==> config.mk <==
export PLATFORM = sky130hd
export DESIGN_NAME = gpr_bank
export DESIGN_NICKNAME = d
export VERILOG_FILES = /design/src/rtl/gpr_pkg.sv /design/src/rtl/gpr_sel.sv /design/src/rtl/gpr_merge.sv /design/src/rtl/gpr_extract.sv /design/src/rtl/gpr_bank.sv
export SDC_FILE = /design/constraint.sdc
export NUM_CORES = 2
export LEC_CHECK = 0
export BUFFER_PORTS_ARGS = -buffer_cell sky130_fd_sc_hd__buf_2
export CAP_MARGIN = 0
export CORE_MARGIN = 10
export CORE_UTILIZATION = 50
export DETAILED_ROUTE_END_ITERATION = 16
export PLACE_DENSITY = 0.7
export SETUP_SLACK_MARGIN = 0.2
export SLEW_MARGIN = 20
export SYNTH_ARGS = -nofsm -noshare
export SYNTH_HDL_FRONTEND = slang
export SYNTH_SLANG_ARGS = --single-unit
==> constraint.sdc <==
create_clock -name clk -period 4.7 [get_ports clk]
set_clock_uncertainty 0.15 [all_clocks]
set_input_delay 0.705 -clock clk [delete_from_list [all_inputs] [get_ports clk]]
set_output_delay 0.705 -clock clk [all_outputs]
set_load 0.01 [all_outputs]
==> src/rtl/gpr_pkg.sv <==
package gpr_pkg;

    typedef enum logic [1:0] {
        OPSZ_8  = 2'd0,
        OPSZ_16 = 2'd1,
        OPSZ_32 = 2'd2,
        OPSZ_64 = 2'd3
    } opsz_e;

    localparam int BYTE_W  = 8;
    localparam int WORD_W  = 16;
    localparam int DWORD_W = 32;

endpackage

==> src/rtl/gpr_sel.sv <==
// Maps an encoding, size code, prefix flag and mode onto a physical entry,
// a high-byte select and a legality bit.
module gpr_sel
    import gpr_pkg::*;
#(
    parameter int NUM_REGS       = 16,
    parameter int LEGACY_REGS    = 8,
    parameter int HIGH_BYTE_BASE = 4,
    localparam int IDX_W         = $clog2(NUM_REGS)
) (
    input  logic             mode64,
    input  logic [IDX_W-1:0] idx,
    input  opsz_e            sz,
    input  logic             ext,
    output logic [IDX_W-1:0] entry,
    output logic             hi_byte,
    output logic             legal
);

    localparam int              HB_END = 2 * HIGH_BYTE_BASE;
    localparam logic [IDX_W-1:0] HB_OFS = IDX_W'(HIGH_BYTE_BASE);

    logic beyond_legacy;
    logic in_hb_window;

    always_comb begin
        beyond_legacy = int'(idx) >= LEGACY_REGS;
        in_hb_window  = (int'(idx) >= HIGH_BYTE_BASE) && (int'(idx) < HB_END);

        // Without the prefix, byte encodings in the window alias bits 15:8
        // of the entries one window lower.
        hi_byte = (sz == OPSZ_8) && !ext && in_hb_window;
        entry   = hi_byte ? (idx - HB_OFS) : idx;

        if (mode64) begin
            legal = !beyond_legacy || ext;
        end else begin
            legal = !ext && !beyond_legacy && (sz != OPSZ_64);
        end
    end

endmodule

==> src/rtl/gpr_merge.sv <==
// Folds write data of a given size into the old contents of an entry.
module gpr_merge
    import gpr_pkg::*;
#(
    parameter int DATA_W = 64
) (
    input  logic [DATA_W-1:0] old_val,
    input  logic [DATA_W-1:0] wdata,
    input  opsz_e             sz,
    input  logic              hi_byte,
    output logic [DATA_W-1:0] merged
);

    always_comb begin
        merged = old_val;
        unique case (sz)
            OPSZ_8: begin
                if (hi_byte) begin
                    merged[2*BYTE_W-1:BYTE_W] = wdata[BYTE_W-1:0];
                end else begin
                    merged[BYTE_W-1:0] = wdata[BYTE_W-1:0];
                end
            end
            OPSZ_16: begin
                merged[WORD_W-1:0] = wdata[WORD_W-1:0];
            end
            OPSZ_32: begin
                merged                = '0;
                merged[DWORD_W-1:0]   = wdata[DWORD_W-1:0];
            end
            default: begin
                merged = wdata;
            end
        endcase
    end

endmodule

==> src/rtl/gpr_extract.sv <==
// Selects and right-aligns the field a read asks for; zero when illegal.
module gpr_extract
    import gpr_pkg::*;
#(
    parameter int DATA_W = 64
) (
    input  logic [DATA_W-1:0] value,
    input  opsz_e             sz,
    input  logic              hi_byte,
    input  logic              legal,
    output logic [DATA_W-1:0] rdata
);

    always_comb begin
        rdata = '0;
        if (legal) begin
            unique case (sz)
                OPSZ_8: begin
                    rdata[BYTE_W-1:0] = hi_byte ? value[2*BYTE_W-1:BYTE_W]
                                                : value[BYTE_W-1:0];
                end
                OPSZ_16: rdata[WORD_W-1:0]  = value[WORD_W-1:0];
                OPSZ_32: rdata[DWORD_W-1:0] = value[DWORD_W-1:0];
                default: rdata              = value;
            endcase
        end
    end

endmodule

==> src/rtl/gpr_bank.sv <==
module gpr_bank
    import gpr_pkg::*;
#(
    parameter int NUM_REGS       = 16,
    parameter int LEGACY_REGS    = 8,
    parameter int HIGH_BYTE_BASE = 4,
    parameter int DATA_W         = 64,
    localparam int IDX_W         = $clog2(NUM_REGS)
) (
    input  logic              clk,
    input  logic              rst_n,
    input  logic              mode64,
    input  logic              we,
    input  logic [IDX_W-1:0]  wa_idx,
    input  logic [1:0]        wa_sz,
    input  logic              wa_ext,
    input  logic [DATA_W-1:0] wa_data,
    output logic              werr,
    input  logic [IDX_W-1:0]  ra_idx,
    input  logic [1:0]        ra_sz,
    input  logic              ra_ext,
    output logic [DATA_W-1:0] ra_data,
    input  logic [IDX_W-1:0]  rb_idx,
    input  logic [1:0]        rb_sz,
    input  logic              rb_ext,
    output logic [DATA_W-1:0] rb_data,
    input  logic              fl_we,
    input  logic [DATA_W-1:0] fl_wdata,
    output logic [DATA_W-1:0] fl_rdata
);

    localparam int N_RD    = 2;
    localparam int FL_LO_W = DWORD_W;

    typedef struct packed {
        logic [NUM_REGS-1:0][DATA_W-1:0] regs;
        logic [DATA_W-1:0]               flags;
        logic                            werr;
    } bank_state_t;

    bank_state_t st_d, st_q;

    // ---------------- write path ----------------
    logic [IDX_W-1:0]  wr_entry;
    logic              wr_hi;
    logic              wr_legal;
    logic [DATA_W-1:0] wr_merged;
    logic              wr_go;

    gpr_sel #(
        .NUM_REGS       (NUM_REGS),
        .LEGACY_REGS    (LEGACY_REGS),
        .HIGH_BYTE_BASE (HIGH_BYTE_BASE)
    ) i_wr_sel (
        .mode64  (mode64),
        .idx     (wa_idx),
        .sz      (opsz_e'(wa_sz)),
        .ext     (wa_ext),
        .entry   (wr_entry),
        .hi_byte (wr_hi),
        .legal   (wr_legal)
    );

    gpr_merge #(
        .DATA_W (DATA_W)
    ) i_wr_merge (
        .old_val (st_q.regs[wr_entry]),
        .wdata   (wa_data),
        .sz      (opsz_e'(wa_sz)),
        .hi_byte (wr_hi),
        .merged  (wr_merged)
    );

    assign wr_go = we && wr_legal;

    // ---------------- read paths ----------------
    logic [N_RD-1:0][IDX_W-1:0]  rd_idx;
    logic [N_RD-1:0][1:0]        rd_sz;
    logic [N_RD-1:0]             rd_ext;
    logic [N_RD-1:0][DATA_W-1:0] rd_out;

    assign rd_idx = {rb_idx, ra_idx};
    assign rd_sz  = {rb_sz, ra_sz};
    assign rd_ext = {rb_ext, ra_ext};

    for (genvar g = 0; g < N_RD; g++) begin : g_rd
        logic [IDX_W-1:0]  rd_entry;
        logic              rd_hi;
        logic              rd_legal;
        logic [DATA_W-1:0] rd_src;

        gpr_sel #(
            .NUM_REGS       (NUM_REGS),
            .LEGACY_REGS    (LEGACY_REGS),
            .HIGH_BYTE_BASE (HIGH_BYTE_BASE)
        ) i_rd_sel (
            .mode64  (mode64),
            .idx     (rd_idx[g]),
            .sz      (opsz_e'(rd_sz[g])),
            .ext     (rd_ext[g]),
            .entry   (rd_entry),
            .hi_byte (rd_hi),
            .legal   (rd_legal)
        );

        // Same-cycle bypass of the pending write.
        assign rd_src = (wr_go && (wr_entry == rd_entry)) ? wr_merged
                                                          : st_q.regs[rd_entry];

        gpr_extract #(
            .DATA_W (DATA_W)
        ) i_rd_ext (
            .value   (rd_src),
            .sz      (opsz_e'(rd_sz[g])),
            .hi_byte (rd_hi),
            .legal   (rd_legal),
            .rdata   (rd_out[g])
        );
    end

    assign ra_data = rd_out[0];
    assign rb_data = rd_out[1];

    // ---------------- next state ----------------
    always_comb begin
        st_d      = st_q;
        st_d.werr = we && !wr_legal;
        if (wr_go) begin
            st_d.regs[wr_entry] = wr_merged;
        end
        if (fl_we) begin
            st_d.flags = fl_wdata;
        end
    end

    always_ff @(posedge clk) begin
        if (!rst_n) begin
            st_q <= '0;
        end else begin
            st_q <= st_d;
        end
    end

    assign werr     = st_q.werr;
    assign fl_rdata = DATA_W'(st_q.flags[FL_LO_W-1:0]);

endmodule

# Word-level counts from Yosys, hierarchy flattened
# Index checks and enable logic that the tools add are counted.
[op_classes] mux=33 div_mod_pow=0 eq_ne=11 shifts=0 addsub=3 bitwise_logic=0 n_reduce_logical=38 magnitude_cmp=13 multipliers=0
[op_table] cell="bitwise mux 1024 bit" n=1
[op_table] cell="binary-select mux 64 bit (select 4 bit)" n=3
[op_table] cell="2-to-1 mux 64 bit" n=8
[op_table] cell="demux 64 bit (select 4 bit)" n=1
[op_table] cell="one-hot mux 48 bit (2 select lines)" n=1
[op_table] cell="2-to-1 mux 32 bit" n=2
[op_table] cell="2-to-1 mux 8 bit" n=8
[op_table] cell="2-to-1 mux 16 bit" n=3
[op_table] cell="logical AND 1 bit" n=20
[op_table] cell="less-than comparator 4 x 5 -> 1 bit, second input constant" n=3
[op_table] cell=">= comparator 4 x 3 -> 1 bit, second input constant" n=3
[op_table] cell=">= comparator 4 bit, second input constant" n=3
[op_table] cell="less-than comparator 4 bit, second input constant" n=3
[op_table] cell="2-to-1 mux 4 bit" n=3
[op_table] cell="subtractor 4 x 3 -> 4 bit, second input constant" n=3
[op_table] cell="== test 4 bit" n=2
[op_table] cell="logical NOT 1 bit" n=7
[op_table] cell="== test 2 x 1 -> 1 bit, second input constant" n=3
[op_table] cell="== test 2 bit, second input constant" n=3
[op_table] cell="logical NOT 2 bit" n=3
[op_table] cell="inequality test 2 bit, second input constant" n=3
[op_table] cell="OR reduction 2 bit" n=3
[op_table] cell="OR reduction 3 bit" n=2
[op_table] cell=">= comparator 4 x 1 -> 1 bit, second input constant" n=1
[op_table] cell="other kinds (2)" n=6
[totals] latchBits=0 inputBits=154 ram_bits=0 register_bits=1057 wordCells=116 n_memories=0 mem_bits_ro=0 output_inout_bits=193

# Depth between registers and ports, before layout
[logic_depth] word_depth=12 depth_mapped=15 ltp_nobuf=9

# Modules after synthesis
# From an unflattened synthesis, not the netlist that was laid out.
[hier_totals] cells_unflattened=6692 hier_area_um2=65775.6
[by_module_without_submodules] module="gpr_bank" cells_per_inst=6377 area_per_inst_um2=63417.1 n_inst=1
[by_module_without_submodules] module="gpr_extract" cells_per_inst=91 area_per_inst_um2=590.6 n_inst=2
[by_module_without_submodules] module="gpr_merge" cells_per_inst=97 area_per_inst_um2=813.3 n_inst=1
[by_module_without_submodules] module="gpr_sel" cells_per_inst=12 area_per_inst_um2=121.4 n_inst=3

# Worst setup path before layout
# OpenSTA, ideal clock, no wires.
[synth_timing] path_type="input port to output port" startpoint="input wa_idx[2]" endpoint="output ra_data[42]" t_arrival_ns=3.948 path_buffers=6 required_time_ns=3.845 path_slack_ns=-0.103 cell_stages=12 cell_sequence="clkbuf_1 -> clkbuf_1 -> inv_1 -> ha_1 -> buf_2 -> mux2i_1 -> buf_2 -> clkbuf_1 -> mux4_2 -> a32oi_2 -> buf_2 -> o22ai_1"
[synth_between] elab_chain_len=10
[synth_rtl] element="from (decl)" line_no="gpr_bank.sv:14" rtl="input logic [IDX_W-1:0] wa_idx,"
[synth_rtl] element=">= comparator 4 x 3 -> 1 bit, or another cell as far along" line_no="gpr_sel.sv:28" rtl="in_hb_window = (int'(idx) >= HIGH_BYTE_BASE) && (int'(idx) < HB_END);"
[synth_rtl] element="logical AND 1 bit or logical NOT 1 bit (tied branches)" line_no="gpr_sel.sv:28, gpr_sel.sv:36, gpr_sel.sv:38"
[synth_rtl] element="logical AND 1 bit (on tied branches)" line_no="gpr_sel.sv:32, gpr_sel.sv:38"
[synth_rtl] element="2-to-1 mux 4 bit or logical AND 1 bit (tied branches)" line_no="gpr_sel.sv:33, gpr_sel.sv:38"
[synth_rtl] element="binary-select mux 64 bit (select 4 bit) or 2-to-1 mux 1 bit (tied branches)" line_no="gpr_bank.sv:67, gpr_sel.sv:35"
[synth_rtl] element="2-to-1 mux 64 bit (not written as such) or logical AND 1 bit (tied branches)" line_no="gpr_bank.sv:67, gpr_bank.sv:74"
[synth_rtl] element="one-hot mux 48 bit (2 select lines) or logical AND 1 bit (tied branches)" line_no="gpr_merge.sv:16, gpr_bank.sv:107"
[synth_rtl] element="2-to-1 mux 64 bit *" line_no="gpr_bank.sv:107" rtl="assign rd_src = (wr_go && (wr_entry == rd_entry)) ? wr_merged"
[synth_rtl] element="2-to-1 mux 32 bit *" line_no="gpr_extract.sv:17" rtl="unique case (sz)"
[synth_rtl] element="2-to-1 mux 64 bit *" line_no="gpr_extract.sv:16" rtl="if (legal) begin"
[synth_rtl] element="to (decl)" line_no="gpr_bank.sv:22" rtl="output logic [DATA_W-1:0] ra_data,"
# Mark *: on every way between the ends. The rest lies on a longest branch, timed or not. The select of a mux whose other input is x is not followed.

# Worst setup path in the final report
[layout_timing] startpoint="input wa_idx[3]" endpoint="output ra_data[7]"
[layout_between] elab_chain_len=12
[layout_rtl] element=">= comparator 4 x 3 -> 1 bit or less-than comparator 4 bit (tied branches)" line_no="gpr_sel.sv:28"
[layout_rtl] element="logical AND 1 bit" line_no="gpr_sel.sv:28"
[layout_rtl] element="logical AND 1 bit" line_no="gpr_sel.sv:32" rtl="hi_byte = (sz == OPSZ_8) && !ext && in_hb_window;"
[layout_rtl] element="2-to-1 mux 4 bit" line_no="gpr_sel.sv:33" rtl="entry = hi_byte ? (idx - HB_OFS) : idx;"
[layout_rtl] element="binary-select mux 64 bit (select 4 bit)" line_no="gpr_bank.sv:67" rtl=".old_val (st_q.regs[wr_entry]),"
[layout_rtl] element="2-to-1 mux 64 bit (not written as such)" line_no="gpr_bank.sv:67"
[layout_rtl] element="2-to-1 mux 8 bit" line_no="gpr_merge.sv:18" rtl="if (hi_byte) begin"
[layout_rtl] element="2-to-1 mux 16 bit" line_no="gpr_merge.sv:16" rtl="unique case (sz)"
[layout_rtl] element="2-to-1 mux 64 bit *" line_no="gpr_bank.sv:107"
[layout_rtl] element="2-to-1 mux 8 bit" line_no="gpr_extract.sv:19" rtl="rdata[BYTE_W-1:0] = hi_byte ? value[2*BYTE_W-1:BYTE_W]"
[layout_rtl] element="2-to-1 mux 8 bit *" line_no="gpr_extract.sv:17"
[layout_rtl] element="2-to-1 mux 64 bit *" line_no="gpr_extract.sv:16"
# Marks and branches as above.

==> impl_metrics.csv <==
group,metric,value,unit
run_status,status,"finished clean",
worst_setup_path,cp.required,3.85,ns
final_layout,final_area,0.0736,sq mm
clock_network,root_buffer,"clkbuf_16",
routing,vias,55957,
worst_setup_path,start_kind,"primary input",
final_layout,drive_gt1_share,29.8,%
clock_network,clk_path_buf_depth,3,
sta,drv_slew,0,
clock_network,cts_inserted_buffers,117,
die,dieArea,0.144,sq mm
power_and_ir_drop,pwr-share-comb,13.4,%
clock_network,clkLatencyLatePin,0.77,ns
sta,hold_viol,0,
synth,async_flop_share,0,%
worst_setup_path,worst_r2r_startpoint,"st_q[222]$_SDFFE_PN0P_",
clock_network,tritoncts,"done",
worst_setup_path,r2r-end,"st_q[350]$_SDFFE_PN0P_",
routing,postRouteAntennaNets,0,
grt,grt_pass1_wl,346,mm
synth,synth_area_per_cell,10.8,sq um
placed_design,finalWeightedCongestion,0.938,
synth,syn_inst,5980,
clock_network,clock_sinks,1057,
synth,ys_types,71,
power_and_ir_drop,p_int,0.0159,W
worst_setup_path,cp-end-kind,"primary output",
worst_setup_path,critPathCapture,"ra_data[7]",
synth,synthFlopType,"dfxtp_1",
synth,synthDominantCellAreaShare,32.8,%
power_and_ir_drop,clkPwrFrac,44.3,%
worst_setup_path,cp.arrival,3.61,ns
power_and_ir_drop,peakVddDrop,0.000401,V
sta,setup_viol,0,
sta,worstMarginPinSlew,1.25,ns
die,die_x,379,um
die,ios,347,
worst_hold_path,worstHoldPathType,"primary input to flip-flop",
routing,dr.pass1.iters,8,
power_and_ir_drop,p_switching,0.00591,W
synth,yosysTopAreaCell,"dfxtp_1",
grt,overflow,0,
grt,grt_pass1_vias,54241,
die,dieHeight,379,um
synth,ys_ff_latch,1057,
sta,finalCriticalPeriod,4.47,ns
grt,grt_max_degree,149,
worst_setup_path,crit_type,"primary input to primary output",
routing,route.final.wire_length,235,mm
final_layout,area_growth,14.0,%
final_layout,fill_cells,10480,
sta,period_share,95.1,%
synth,mappedNetlistArea,0.0645,sq mm
worst_setup_path,reg2regPathDepth,6,
power_and_ir_drop,switching_share,27.1,%
power_and_ir_drop,power.share.sequential,42.3,%
worst_setup_path,path_max_fanout,7,
die,core_region_area,0.128,sq mm
placed_design,placed_area,0.0687,sq mm
job,max-cap-violations,0,
grt,antenna_found_initial,8,
clock_network,clk_transition_reported_paths,0.06,ns
synth,ys.warnings.count,0,
synth,yosys-top-cells-area,"dfxtp_1, mux4_2, o211a_1",
routing,avgViaCountPerCell,7.19,
grt,track_usage,31.5,%
power_and_ir_drop,leakagePower,35.5,nW
final_layout,finalNetCount,6185,
worst_setup_path,startpoint,"wa_idx[3]",
routing,routedWlPerCell,30.2,um
power_and_ir_drop,power.density,297,mW/mm^2
synth,synth-edff-count,0,
placed_design,hpwl,142,mm
final_layout,final_core_util,57.5,%
die,start_util,50.5,%
clock_network,h-tree-depth,3,
placed_design,io_buffers,282,
worst_setup_path,ff2ff_setup_slack,2.23,ns
routing,initialDrtViolationCount,8058,
sta,fmax,0.224,GHz
routing,route.detailed.drc,0,
synth,ys_seq_area_share,32.8,%
sta,grt_setup_unrepaired,"yes",
die,row_count,131,
sta,relSlewSlack,16.8,%
-- cells in the final DEF (no fill, tap or decap), types with 86 or more instances in the layout --
| master | instances |
|---|---|
| dfxtp_1 | 1057 |
| nand2_1 | 841 |
| mux4_2 | 798 |
| o211a_1 | 768 |
| nor2_1 | 602 |
| buf_4 | 288 |
| buf_2 | 272 |
| nor3b_1 | 240 |
| mux2i_1 | 127 |
| clkbuf_16 | 120 |
| buf_12 | 91 |
| a21oi_1 | 86 |
-- cells by family (layout without fill, tap and decap cells) --
group,Yosys count,in the layout,share of synthesized area [%]
buffers and inverters,798,904,5.48
AO/OA/AOI/OAI,1284,1284,18.1
other,1,34,0.00581
XOR/XNOR,12,12,0.204
multiplexers,954,954,30.3
adder cells (fa/ha/maj),7,7,0.136
flip-flops,1057,1057,32.8
AND/OR/NAND/NOR,1867,1867,12.9
-- timing repair --
item,CTS,global route
gates cloned,0,3
endpoints found under the setup margin,85,122
pin swaps,2,19
resized for setup,29,58
hold buffers,0,0
buffers inserted,9,39
-- flip-flops by register name (all words and copies together) (netlist names) --
signal	count
st_q	1024
fl_rdata	32
werr	1
-- power groups by stage --
stage | Clock (W) | Combinational [W] | Sequential (W)
global route | 0.0100 | 0.00303 | 0.00925
global placement | 0 | 0.00272 | 0.00941
finish | 0.00966 | 0.00293 | 0.00924
floorplan | 0 | 0.00179 | 0.00938
detailed placement | 0 | 0.00275 | 0.00943
CTS | 0.00971 | 0.00278 | 0.00923
-- per-stage QoR --
step                worst slack (ns)  hold slack (ns)  setup TNS (ns)  instances  total power (W)
global placement              -0.191            0.340          -0.197       7516           0.0121
global route                   0.186           0.0679               0       7780           0.0223
floorplan                      0.241            0.334               0       6011           0.0112
finish                         0.231           0.0840               0       7781           0.0218
detailed placement            -0.176            0.349          -0.269       7516           0.0122
CTS                            0.163           0.0426               0       7737           0.0217
-- per-layer routing --
layer / GRT usage, % / up-vias / part of all wire (%)
li1: - / 22860 / -
met1: 39.7 / 27892 / 35
met2: 47.3 / 4275 / 44
met3: 10.6 / 920 / 14
met4: 17.6 / 10 / 6.0
met5: 0.674 / - / 0.081
-- Yosys cell counts, drive strengths merged (29+ instances only) --
cell type / number
buf: 330
nand2: 843
clkbuf: 458
a22oi: 56
o211a: 768
nor2: 617
nor3: 32
nor2b: 49
nor3b: 240
a21oi: 93
dfxtp: 1057
a22o: 79
mux2i: 134
mux4: 798
a221oi: 29
o22ai: 55
a211oi: 49
o21ai: 42
-- worst min path at each step --
stage                              startpoint                         to  slack, ns  cells after the start
finish                           fl_wdata[29]  fl_rdata[29]$_SDFFE_PN0P_       0.08                      3
global route                      fl_wdata[2]   fl_rdata[2]$_SDFFE_PN0P_       0.07                      3
CTS                               fl_wdata[2]   fl_rdata[2]$_SDFFE_PN0P_       0.04                      3
detailed placement  fl_rdata[25]$_SDFFE_PN0P_  fl_rdata[25]$_SDFFE_PN0P_       0.35                      2
global placement    fl_rdata[29]$_SDFFE_PN0P_  fl_rdata[29]$_SDFFE_PN0P_       0.34                      2
floorplan            fl_rdata[0]$_SDFFE_PN0P_   fl_rdata[0]$_SDFFE_PN0P_       0.33                      2
-- cell type report --
| class | instances | area, sq um | share of cell area, % |
|---|---|---|---|
| diodes | 2 | 5.00 | 0.00680 |
| well taps | 1662 | 2080 | 2.83 |
| repair buffers | 682 | 5820 | 7.91 |
| inverters | 10 | 40.0 | 0.0544 |
| flip-flops and latches | 1057 | 21200 | 28.8 |
| multi-input cells | 4156 | 40500 | 55.0 |
| clock inverters | 38 | 566 | 0.769 |
| clock buffers | 174 | 3430 | 4.67 |
-- worst max-delay path, stage by stage --
cell,delay [ns]
buf_6,0.13
inv_4,0.07
ha_4,0.13
or4b_4,0.50
mux2i_4,0.40
buf_6,0.17
buf_8,0.14
buf_4,0.12
o22ai_1,0.07
a211oi_2,0.22
buf_4,0.15
a221oi_2,0.05
a21o_1,0.25
a221oi_2,0.31
buf_2,0.19
Power figures use the tool's default switching activity.
